$ cat src/rtl/rxs_pkg.sv
package rxs_pkg;

  typedef enum logic [2:0] {
    S_IDLE, S_DATA, S_PAD, S_CRC, S_CLOSE, S_STAT, S_DISC
  } rxs_state_t;

  localparam logic [31:0] FCS_POLY = 32'hEDB88320;

  function automatic logic [31:0] fcs_step(input logic [31:0] c, input logic [7:0] d);
    logic [31:0] r;
    logic fb;
    r = c;
    for (int i = 0; i < 8; i++) begin
      fb = r[0] ^ d[i];
      r  = r >> 1;
      if (fb) r = r ^ FCS_POLY;
    end
    return r;
  endfunction

endpackage

$ cat src/rtl/rxs_fcs.sv
module rxs_fcs (
  input  logic        clk,
  input  logic        rst,
  input  logic        clr,
  input  logic        en,
  input  logic [7:0]  din,
  output logic [31:0] fcs
);
  import rxs_pkg::*;

  logic [31:0] acc;

  always_ff @(posedge clk) begin
    if (rst || clr) acc <= '1;
    else if (en)    acc <= fcs_step(acc, din);
  end

  assign fcs = ~acc;
endmodule

$ cat src/rtl/rxs_slot.sv
module rxs_slot #(
  parameter int CW = 14
) (
  input  logic          clk,
  input  logic          rst,
  input  logic          load,
  input  logic [CW-1:0] size_in,
  input  logic          last_in,
  input  logic          adv,
  input  logic          rel,
  output logic          have,
  output logic [CW-1:0] size,
  output logic [CW-1:0] off,
  output logic          last
);
  always_ff @(posedge clk) begin
    if (rst) begin
      have <= 1'b0;
      size <= '0;
      off  <= '0;
      last <= 1'b0;
    end else if (load) begin
      have <= 1'b1;
      size <= size_in;
      last <= last_in;
      off  <= '0;
    end else begin
      if (adv) off  <= off + 1'b1;
      if (rel) have <= 1'b0;
    end
  end
endmodule

$ cat src/rtl/rx_scatter.sv
module rx_scatter #(
  parameter int IDX_W     = 4,
  parameter int LEN_W     = 16,
  parameter int PAD_LEN   = 60,
  parameter int MIN_FLOOR = 5
) (
  input  logic             clk,
  input  logic             rst,
  input  logic [7:0]       min_len,
  input  logic             in_valid,
  output logic             in_ready,
  input  logic [7:0]       in_data,
  input  logic             in_sof,
  input  logic             in_eof,
  input  logic             in_bc,
  input  logic             bd_valid,
  output logic             bd_ready,
  input  logic [15:0]      bd_size,
  output logic             wr_valid,
  output logic [IDX_W-1:0] wr_buf,
  output logic [13:0]      wr_off,
  output logic [7:0]       wr_data,
  output logic             cw_valid,
  output logic [IDX_W-1:0] cw_buf,
  output logic [15:0]      cw_word,
  output logic             st_valid,
  output logic [15:0]      st_word,
  output logic             st_ovf,
  output logic             drop
);
  import rxs_pkg::*;

  localparam int CW = 14;
  localparam logic [LEN_W-1:0] PAD_L  = LEN_W'(PAD_LEN);
  localparam logic [7:0]       FLOOR8 = 8'(MIN_FLOOR);

  rxs_state_t st, ret_st;
  logic [LEN_W-1:0] flen, scnt, eff_min, len_n;
  logic [1:0]       fcs_i;
  logic             bc_q, ovf_q, chain_end, close_eof;
  logic [IDX_W-1:0] bidx;

  logic          have, blast, s_load, s_adv, s_rel;
  logic [CW-1:0] bsize, boff;
  logic [CW:0]   off_inc;
  logic          full_n, wr_st, in_fire, short_eof, emit, acq_ovf, acq_zero;
  logic [31:0]   f_val;
  logic [7:0]    fcs_byte, emit_data;
  logic [4:0]    fcs_sh;
  logic          unused_bits;

  assign unused_bits = bd_size[14];

  assign eff_min   = (min_len < FLOOR8) ? LEN_W'(FLOOR8) : LEN_W'(min_len);
  assign wr_st     = (st == S_DATA) || (st == S_PAD) || (st == S_CRC);
  assign bd_ready  = wr_st && !have && !chain_end;
  assign s_load    = bd_ready && bd_valid;
  assign acq_zero  = s_load && (bd_size[CW-1:0] == '0);
  assign acq_ovf   = wr_st && !have && chain_end;
  assign in_ready  = ((st == S_DATA) && have) || (st == S_DISC);
  assign in_fire   = in_valid && in_ready;
  assign len_n     = flen + 1'b1;
  assign short_eof = in_fire && in_eof && (len_n < eff_min);
  assign off_inc   = {1'b0, boff} + 1'b1;
  assign full_n    = (off_inc == {1'b0, bsize});
  assign fcs_sh    = {~fcs_i, 3'b000};
  assign fcs_byte  = 8'(f_val >> fcs_sh);

  always_comb begin
    emit      = 1'b0;
    emit_data = 8'h00;
    case (st)
      S_DATA: begin emit = in_fire && !short_eof; emit_data = in_data; end
      S_PAD:  begin emit = have;                  emit_data = 8'h00;   end
      S_CRC:  begin emit = have;                  emit_data = fcs_byte; end
      default: ;
    endcase
  end

  assign s_adv = emit;
  assign s_rel = (st == S_CLOSE) || ((st == S_DATA) && short_eof);

  rxs_slot #(.CW(CW)) u_slot (
    .clk(clk), .rst(rst), .load(s_load), .size_in(bd_size[CW-1:0]),
    .last_in(bd_size[15]), .adv(s_adv), .rel(s_rel),
    .have(have), .size(bsize), .off(boff), .last(blast)
  );

  rxs_fcs u_fcs (
    .clk(clk), .rst(rst), .clr((st == S_IDLE) && in_valid && in_sof),
    .en((st == S_DATA) && in_fire), .din(in_data), .fcs(f_val)
  );

  always_ff @(posedge clk) begin
    wr_valid <= 1'b0;
    cw_valid <= 1'b0;
    st_valid <= 1'b0;
    drop     <= 1'b0;
    if (rst) begin
      st <= S_IDLE;  ret_st <= S_IDLE;
      flen <= '0;  scnt <= '0;  fcs_i <= '0;  bidx <= '0;
      bc_q <= 1'b0;  ovf_q <= 1'b0;  chain_end <= 1'b0;  close_eof <= 1'b0;
      wr_buf <= '0;  wr_off <= '0;  wr_data <= '0;
      cw_buf <= '0;  cw_word <= '0;  st_word <= '0;  st_ovf <= 1'b0;
    end else begin
      if (emit) begin
        wr_valid <= 1'b1;
        wr_buf   <= bidx;
        wr_off   <= boff;
        wr_data  <= emit_data;
      end
      if (acq_zero) begin
        st <= S_CLOSE;  ret_st <= st;  close_eof <= 1'b0;
      end else if (acq_ovf) begin
        ovf_q <= 1'b1;
        st    <= (st == S_DATA) ? S_DISC : S_STAT;
      end else begin
        case (st)
          S_IDLE: if (in_valid && in_sof) begin
            st <= S_DATA;  flen <= '0;  scnt <= '0;  fcs_i <= '0;
            bidx <= '0;  bc_q <= in_bc;  ovf_q <= 1'b0;  chain_end <= 1'b0;
          end
          S_DATA: if (in_fire) begin
            flen <= len_n;
            if (short_eof) begin
              drop <= 1'b1;
              st   <= S_IDLE;
            end else begin
              rxs_state_t nx;
              nx   = in_eof ? ((len_n < PAD_L) ? S_PAD : S_CRC) : S_DATA;
              scnt <= scnt + 1'b1;
              if (full_n) begin
                st <= S_CLOSE;  ret_st <= nx;  close_eof <= 1'b0;
              end else st <= nx;
            end
          end
          S_PAD: if (have) begin
            rxs_state_t nx;
            nx   = (scnt + 1'b1 == PAD_L) ? S_CRC : S_PAD;
            scnt <= scnt + 1'b1;
            if (full_n) begin
              st <= S_CLOSE;  ret_st <= nx;  close_eof <= 1'b0;
            end else st <= nx;
          end
          S_CRC: if (have) begin
            fcs_i <= fcs_i + 2'd1;
            if (full_n || fcs_i == 2'd3) begin
              st        <= S_CLOSE;
              ret_st    <= (fcs_i == 2'd3) ? S_STAT : S_CRC;
              close_eof <= (fcs_i == 2'd3);
            end
          end
          S_CLOSE: begin
            cw_valid <= 1'b1;
            cw_buf   <= bidx;
            cw_word  <= {close_eof, 1'b1, boff};
            bidx     <= bidx + 1'b1;
            if (blast) chain_end <= 1'b1;
            st <= ret_st;
          end
          S_DISC: if (in_fire) begin
            flen <= len_n;
            if (in_eof) begin
              if (len_n < eff_min) begin
                drop <= 1'b1;
                st   <= S_IDLE;
              end else st <= S_STAT;
            end
          end
          S_STAT: begin
            st_valid <= 1'b1;
            st_word  <= {1'b1, 1'b0, !ovf_q, 12'b0, bc_q};
            st_ovf   <= ovf_q;
            st       <= S_IDLE;
          end
          default: st <= S_IDLE;
        endcase
      end
    end
  end
endmodule

$ cat config.mk
export PLATFORM = sky130hd
export DESIGN_NAME = rx_scatter
export DESIGN_NICKNAME = d
export VERILOG_FILES = /design/src/rtl/rxs_pkg.sv /design/src/rtl/rxs_fcs.sv /design/src/rtl/rxs_slot.sv /design/src/rtl/rx_scatter.sv
export SDC_FILE = /design/constraint.sdc
export NUM_CORES = 1
export LEC_CHECK = 0
export ABC_AREA = 1
export CAP_MARGIN = 30
export CORE_MARGIN = 3
export CORE_UTILIZATION = 55
export DETAILED_ROUTE_END_ITERATION = 10
export DONT_BUFFER_PORTS = 1
export PLACE_DENSITY = 0.79
export SLEW_MARGIN = 10
export SYNTH_ARGS = -nofsm -noshare
export SYNTH_HDL_FRONTEND = slang
export SYNTH_SLANG_ARGS = --single-unit
$ cat constraint.sdc
create_clock -name clk -period 3.5 [get_ports clk]
set_input_delay 0.7 -clock clk [delete_from_list [all_inputs] [get_ports clk]]
set_output_delay 0.7 -clock clk [all_outputs]
set_load 0.005 [all_outputs]
# Word level (Yosys, flattened, before mapping)
# Index checks and enable logic that the tools add are counted.
[word_totals] ff_bits=164 inputBits=39 out_inout_bits=69 wordCells=239
[classes] n_addsub=6 order_cmp=3 n_eq_ne=39 shift=1 muxes=89 bitwise=20 n_reduce_logical=54
[ops] operator="$mux 32" n=22
[ops] operator="$not 13->14" n=8
[ops] operator="$mux 16" n=5
[ops] operator="$mux 3" n=23
[ops] operator="$pmux 16 s3" n=1
[ops] operator="$add 16x1->16 const B" n=2
[ops] operator="$not 32->32" n=1
[ops] operator="$pmux 16 s2" n=1
[ops] operator="$shr 32x5->8" n=1
[ops] operator="$reduce_and 7->1" n=4
[ops] operator="$mux 1" n=22
[ops] operator="$ne 3x2->1 const B" n=7
[ops] operator="$ne 3x3->1 const B" n=7
[ops] operator="$pmux 3 s6" n=1
[ops] operator="$eq 16x6->1 const B" n=1
[ops] operator="$lt 16x6->1 const B" n=1
[ops] operator="$lt 16x8->1" n=1
[ops] operator="$ne 4x3->1 const B" n=4
[ops] operator="$pmux 8 s2" n=1
[ops] operator="$add 14x1->15 const B" n=1
[ops] operator="$eq 15x14->1" n=1
[ops] operator="$logic_and 1x1->1" n=15
[ops] operator="$reduce_and 5->1" n=3
[ops] operator="$add 14x1->14 const B" n=1
[ops] operator="other kinds (33)" n=78

# Logic depth before layout (Yosys ltp)
[depth] word_depth=33 ltp_mapped=19 depth_no_buf=18

# Hierarchy
# A second synthesis with hierarchy kept.
[unflattened] hier_cells=1575 area_unflattened_um2=10138.5
[modules_own_cells] module="rx_scatter" instances=1 cells_per_inst=995 area_each_um2=6378.6 seq_area_each_um2=2042.0
[modules_own_cells] module="rxs_fcs" instances=1 cells_per_inst=411 area_each_um2=2502.4 seq_area_each_um2=640.6
[modules_own_cells] module="rxs_slot" instances=1 cells_per_inst=169 area_each_um2=1257.5 seq_area_each_um2=600.6

# Least setup slack after synthesis
# OpenSTA, ideal clock, no wires.
[synth_timing] path_kind="register -> register" startpoint="register flen[0]" endpoint="register wr_data[7]" setup_time_ps=116 arrival_time_ps=2476 required_time_ps=3384 setup_slack_ps=908 path_stages_with_launch=15 path_buffers=1 period_less_slack_ps=2592 path_cell_list="dfxtp_1 -> ha_1 -> nand2_1 -> nor2_4 -> nand3_1 -> xnor2_1 -> ha_1 -> nand2_1 -> nor2_1 -> a211oi_1 -> nand3_2 -> o21ai_2 -> nand2_4 -> buf_6 -> o211a_1"
[synth_via] elab_chain_cells=6
[synth_lines] element="start: declaration" line_no="rx_scatter.sv:38" text="logic [LEN_W-1:0] flen, scnt, eff_min, len_n;"
[synth_lines] element="start signal: assignment" line_no="rx_scatter.sv:124" text="flen <= len_n;"
[synth_lines] element="start signal: assignment" line_no="rx_scatter.sv:162" text="flen <= len_n;"
[synth_lines] element="$add 16x1->16" line_no="rx_scatter.sv:62" text="assign len_n = flen + 1'b1;"
[synth_lines] element="$lt 16x8->1" line_no="rx_scatter.sv:63" text="assign short_eof = in_fire && in_eof && (len_n < eff_min);"
[synth_lines] element="$logic_and 1x1->1" line_no="rx_scatter.sv:63"
[synth_lines] element="$logic_not 1->1" line_no="rx_scatter.sv:73" text="S_DATA: begin emit = in_fire && !short_eof; emit_data = in_data; end"
[synth_lines] element="$logic_and 1x1->1" line_no="rx_scatter.sv:73"
[synth_lines] element="$pmux 1 s2" line_no="rx_scatter.sv:72" text="case (st)"
[synth_lines] element="end signal: assignment" line_no="rx_scatter.sv:110" text="wr_data <= emit_data;"
[synth_lines] element="end: declaration" line_no="rx_scatter.sv:22" text="output logic [7:0] wr_data,"
# Every way passes these cells.
# A chain may end at the register's enable or synchronous reset.

# Worst setup path in the final report
[layout_timing] startpoint="register flen[0]" endpoint="register wr_buf[3]"
[layout_via] elab_chain_cells=6
[layout_lines] element="$add 16x1->16" line_no="rx_scatter.sv:62"
[layout_lines] element="$lt 16x8->1" line_no="rx_scatter.sv:63"
[layout_lines] element="$logic_and 1x1->1" line_no="rx_scatter.sv:63"
[layout_lines] element="$logic_not 1->1" line_no="rx_scatter.sv:73"
[layout_lines] element="$logic_and 1x1->1" line_no="rx_scatter.sv:73"
[layout_lines] element="$pmux 1 s2" line_no="rx_scatter.sv:72"
[layout_lines] element="end signal: assignment" line_no="rx_scatter.sv:108" text="wr_buf <= bidx;"
[layout_lines] element="end: declaration" line_no="rx_scatter.sv:20" text="output logic [IDX_W-1:0] wr_buf,"
# Every way passes these cells.

==> flow_summary.ini <==
[run_status]
status = completed

[setup_path]
end_kind = flop
cp-start-kind = flop
arrival_ns = 3.39
rr_worst_depth = 15
r2r_end = wr_buf[3]
timing.rr.start = flen[0]
rrSetupSlack_ns = 0.44
critical_path_class = flop to flop
crit_fanout = 40
cp.required_ns = 3.82

[clock_network]
clockRootBuffer = clkbuf_16
post_cts_buffers = 0
cts_tree = yes
clock_path_buffers = 2
numCtsBuffers = 17
clock_latency_ns = 0.44
h-tree-depth = 4
cts_sinks = 164
clk_pin_slew_ns = 0.06

[run]
cap_violations = 0

[sta]
finalMaxSlewViolations = 0
rsz0062_at_grt = no
min_period_over_period = 0.8754
setup_ws_ns = 0.4360
worst_slew_pin_slew_ns = 0.8219
worst_clock_skew_ns = 0.008479
slew_headroom = 0.4500
setup_violations = 0
max_freq_mhz = 326.4
period_needed_ns = 3.064
tns_ns = 0
hold_violations = 0

[final_layout]
drive_above_1_share = 0.06207
n_fill_cell = 1500
num_antenna_cells = 0
mostFrequentLayoutCells = nand2_1, dfxtp_1, a21oi_1, nor2_1, inv_1
layout.cells.non_filler = 1521
area_growth_pct = 8.380
fin_nets = 1344
final_common_cell = nand2_1

[hold_path]
hp-start = rst
hold_end = u_slot.have
whs_path_depth = 1
worstHoldPathType = input pin to flop

[global_routing]
met2_usage = 0.4162
global_route.usage.met1 = 0.3348
grt_pass1_wl_um = 38040
antenna_found_initial = 0
grt_pass1_vias = 7864
grtUsageTotal = 0.2589
grt_start_max_net_pins = 78
gr-total-overflow = 0
busiest_layer = met2
grt_use_met3 = 0.08532

[routing]
drt_iter0_markers = 750
wl_per_cell_um = 15.41
num_vias = 8552
first_pass_iters = 5
vias_per_cell = 5.623
ant_nets = 0
drcViolationCount = 0
drt_wl_total_um = 23440

[floorplan]
dieWidth_um = 134.6
floorplan.rows = 46
dieArea_sq_um = 18110
dieHeight_um = 134.6
io_pins = 108
core_region_area_sq_um = 16060
initial_utilization = 0.5662

[yosys]
synth.distinct_cells = 46
synth_area_sq_um = 9092
synth_top_area_cell = dfxtp_1
yosysSeqAreaShare = 0.3611
netlist_instances = 1314
yosys_most_used_dff = dfxtp_1
ys_top_cells_by_area = dfxtp_1, nand2_1, a21oi_1, o21ai_0, nor2_1
post-synth-top-area-fraction = 0.3611
post_synth.cell_area_avg_sq_um = 6.920
ys_ff_latch = 164
async_reset_ff_frac = 0
ys_warn_count = 0
synth_edf_count = 0

[placed_design]
pre_cts_slack_ns = 0.2682
dp.cells = 1489
io_buffers = 0
dp_hpwl_um = 16170
gp_congestion = 0.9273

[pwr]
irDropWorstVdd_mv = 0.4812
p_leak_uw = 0.004095
power.total_uw = 5774
p_per_area_nw_per_um2 = 585.9
[power by group]
part / switching (uW) / internal (uW)
logic: 909 / 423
clock network: 797 / 1430
registers: 163 / 2050
[what timing repair did]
action                     in CTS  in global routing
gates resized for setup         0                  2
setup endpoints to repair       0                 20
hold buffers                    0                  0
[per-stage QoR]
| step | utilization | area, sq um | hold WS (ns) |
|---|---|---|---|
| after floorplan | - | 9138 | 0.4356 |
| after global placement | 0.5695 | 9145 | 0.4463 |
| after detailed placement | 0.5695 | 9145 | 0.4526 |
| after CTS | 0.6129 | 9842 | 0.3282 |
| after global routing | 0.6137 | 9854 | 0.3129 |
| final | 0.6137 | 9854 | 0.3352 |
[cells by family (layout without fill, tap and decap cells)]
family,count (synthesis),after routing,share of synthesized area
simple gates,511,511,0.2452
flops,164,164,0.3611
compound gates,330,330,0.1914
xor+xnor,83,83,0.08311
fa+ha+maj,13,13,0.01789
buf+inv,212,191,0.1009
other cells,1,13,0.0004124
[sequential cells by signal, summed over array words and instances, names as in the netlist, 2 cells and up]
name	count
flen	16
cw_buf	4
fcs_i	2
u_fcs.acc	32
wr_data	8
wr_buf	4
bidx	4
ret_st	3
u_slot.off	14
st	3
cw_word	16
st_word	3
wr_off	14
scnt	16
u_slot.size	14
[layout make-up]
type / count / area [sq um] / area share
multi-input cells: 950 / 4952 / 0.5025
clock inverters: 12 / 250.2 / 0.02539
well taps: 216 / 270.3 / 0.02743
flip-flops and latches: 164 / 3283 / 0.3332
repair buffers: 10 / 87.58 / 0.008888
clock buffers: 20 / 446.7 / 0.04533
inverters: 149 / 564.3 / 0.05726
[how the worst max path moves through the flow]
stage / start / endpoint / slack (ns)
after floorplan: flen[0] / wr_data[7] / 0.91
after global placement: flen[0] / scnt[0] / 0.36
after detailed placement: flen[0] / scnt[5] / 0.27
after CTS: flen[0] / scnt[15] / 0.24
after global routing: flen[0] / wr_off[0] / 0.13
final: flen[0] / wr_buf[3] / 0.44
[layer usage]
metal,share of wire,routed length (um)
met2,0.47,11090
met4,0.013,310
met1,0.44,10280
met5,0,0
met3,0.075,1764
[cell usage after synthesis (2+ instances only)]
| cell | instances |
|---|---|
| buf_2 | 6 |
| xor2_2 | 2 |
| buf_1 | 2 |
| o211ai_1 | 10 |
| a21oi_1 | 150 |
| o21ai_1 | 31 |
| nor4_1 | 3 |
| nor3_2 | 4 |
| nor3_1 | 11 |
| a21oi_2 | 3 |
| inv_1 | 145 |
| buf_6 | 7 |
| o21ai_0 | 119 |
| clkbuf_1 | 33 |
| or2_2 | 5 |
| nor2_1 | 149 |
| nand3_1 | 68 |
| ha_1 | 13 |
| inv_2 | 3 |
| nand3b_1 | 8 |
| a211oi_1 | 6 |
| nand3_2 | 3 |
| a22oi_1 | 2 |
| nor2_4 | 3 |
| nand4_1 | 22 |
| nand2_2 | 5 |
| nand2_1 | 223 |
| dfxtp_1 | 164 |
| nor2_2 | 5 |
| buf_4 | 15 |
| xnor2_1 | 29 |
| xor2_1 | 51 |
[critical path, cell delays in order (launching register included)]
cell and delay (ns):
dfxtp_1 0.41, ha_1 0.21, nand2_1 0.10, nor2_4 0.14
nand3_1 0.14, xnor2_1 0.28, ha_1 0.28, nand2_1 0.08
nor2_1 0.06, a211oi_2 0.20, nand3_2 0.15, o21ai_2 0.17
nand2_4 0.21, buf_12 0.25, o21ai_0 0.18, a21oi_1 0.06
Note: power is estimated with default switching activity, not from simulation.
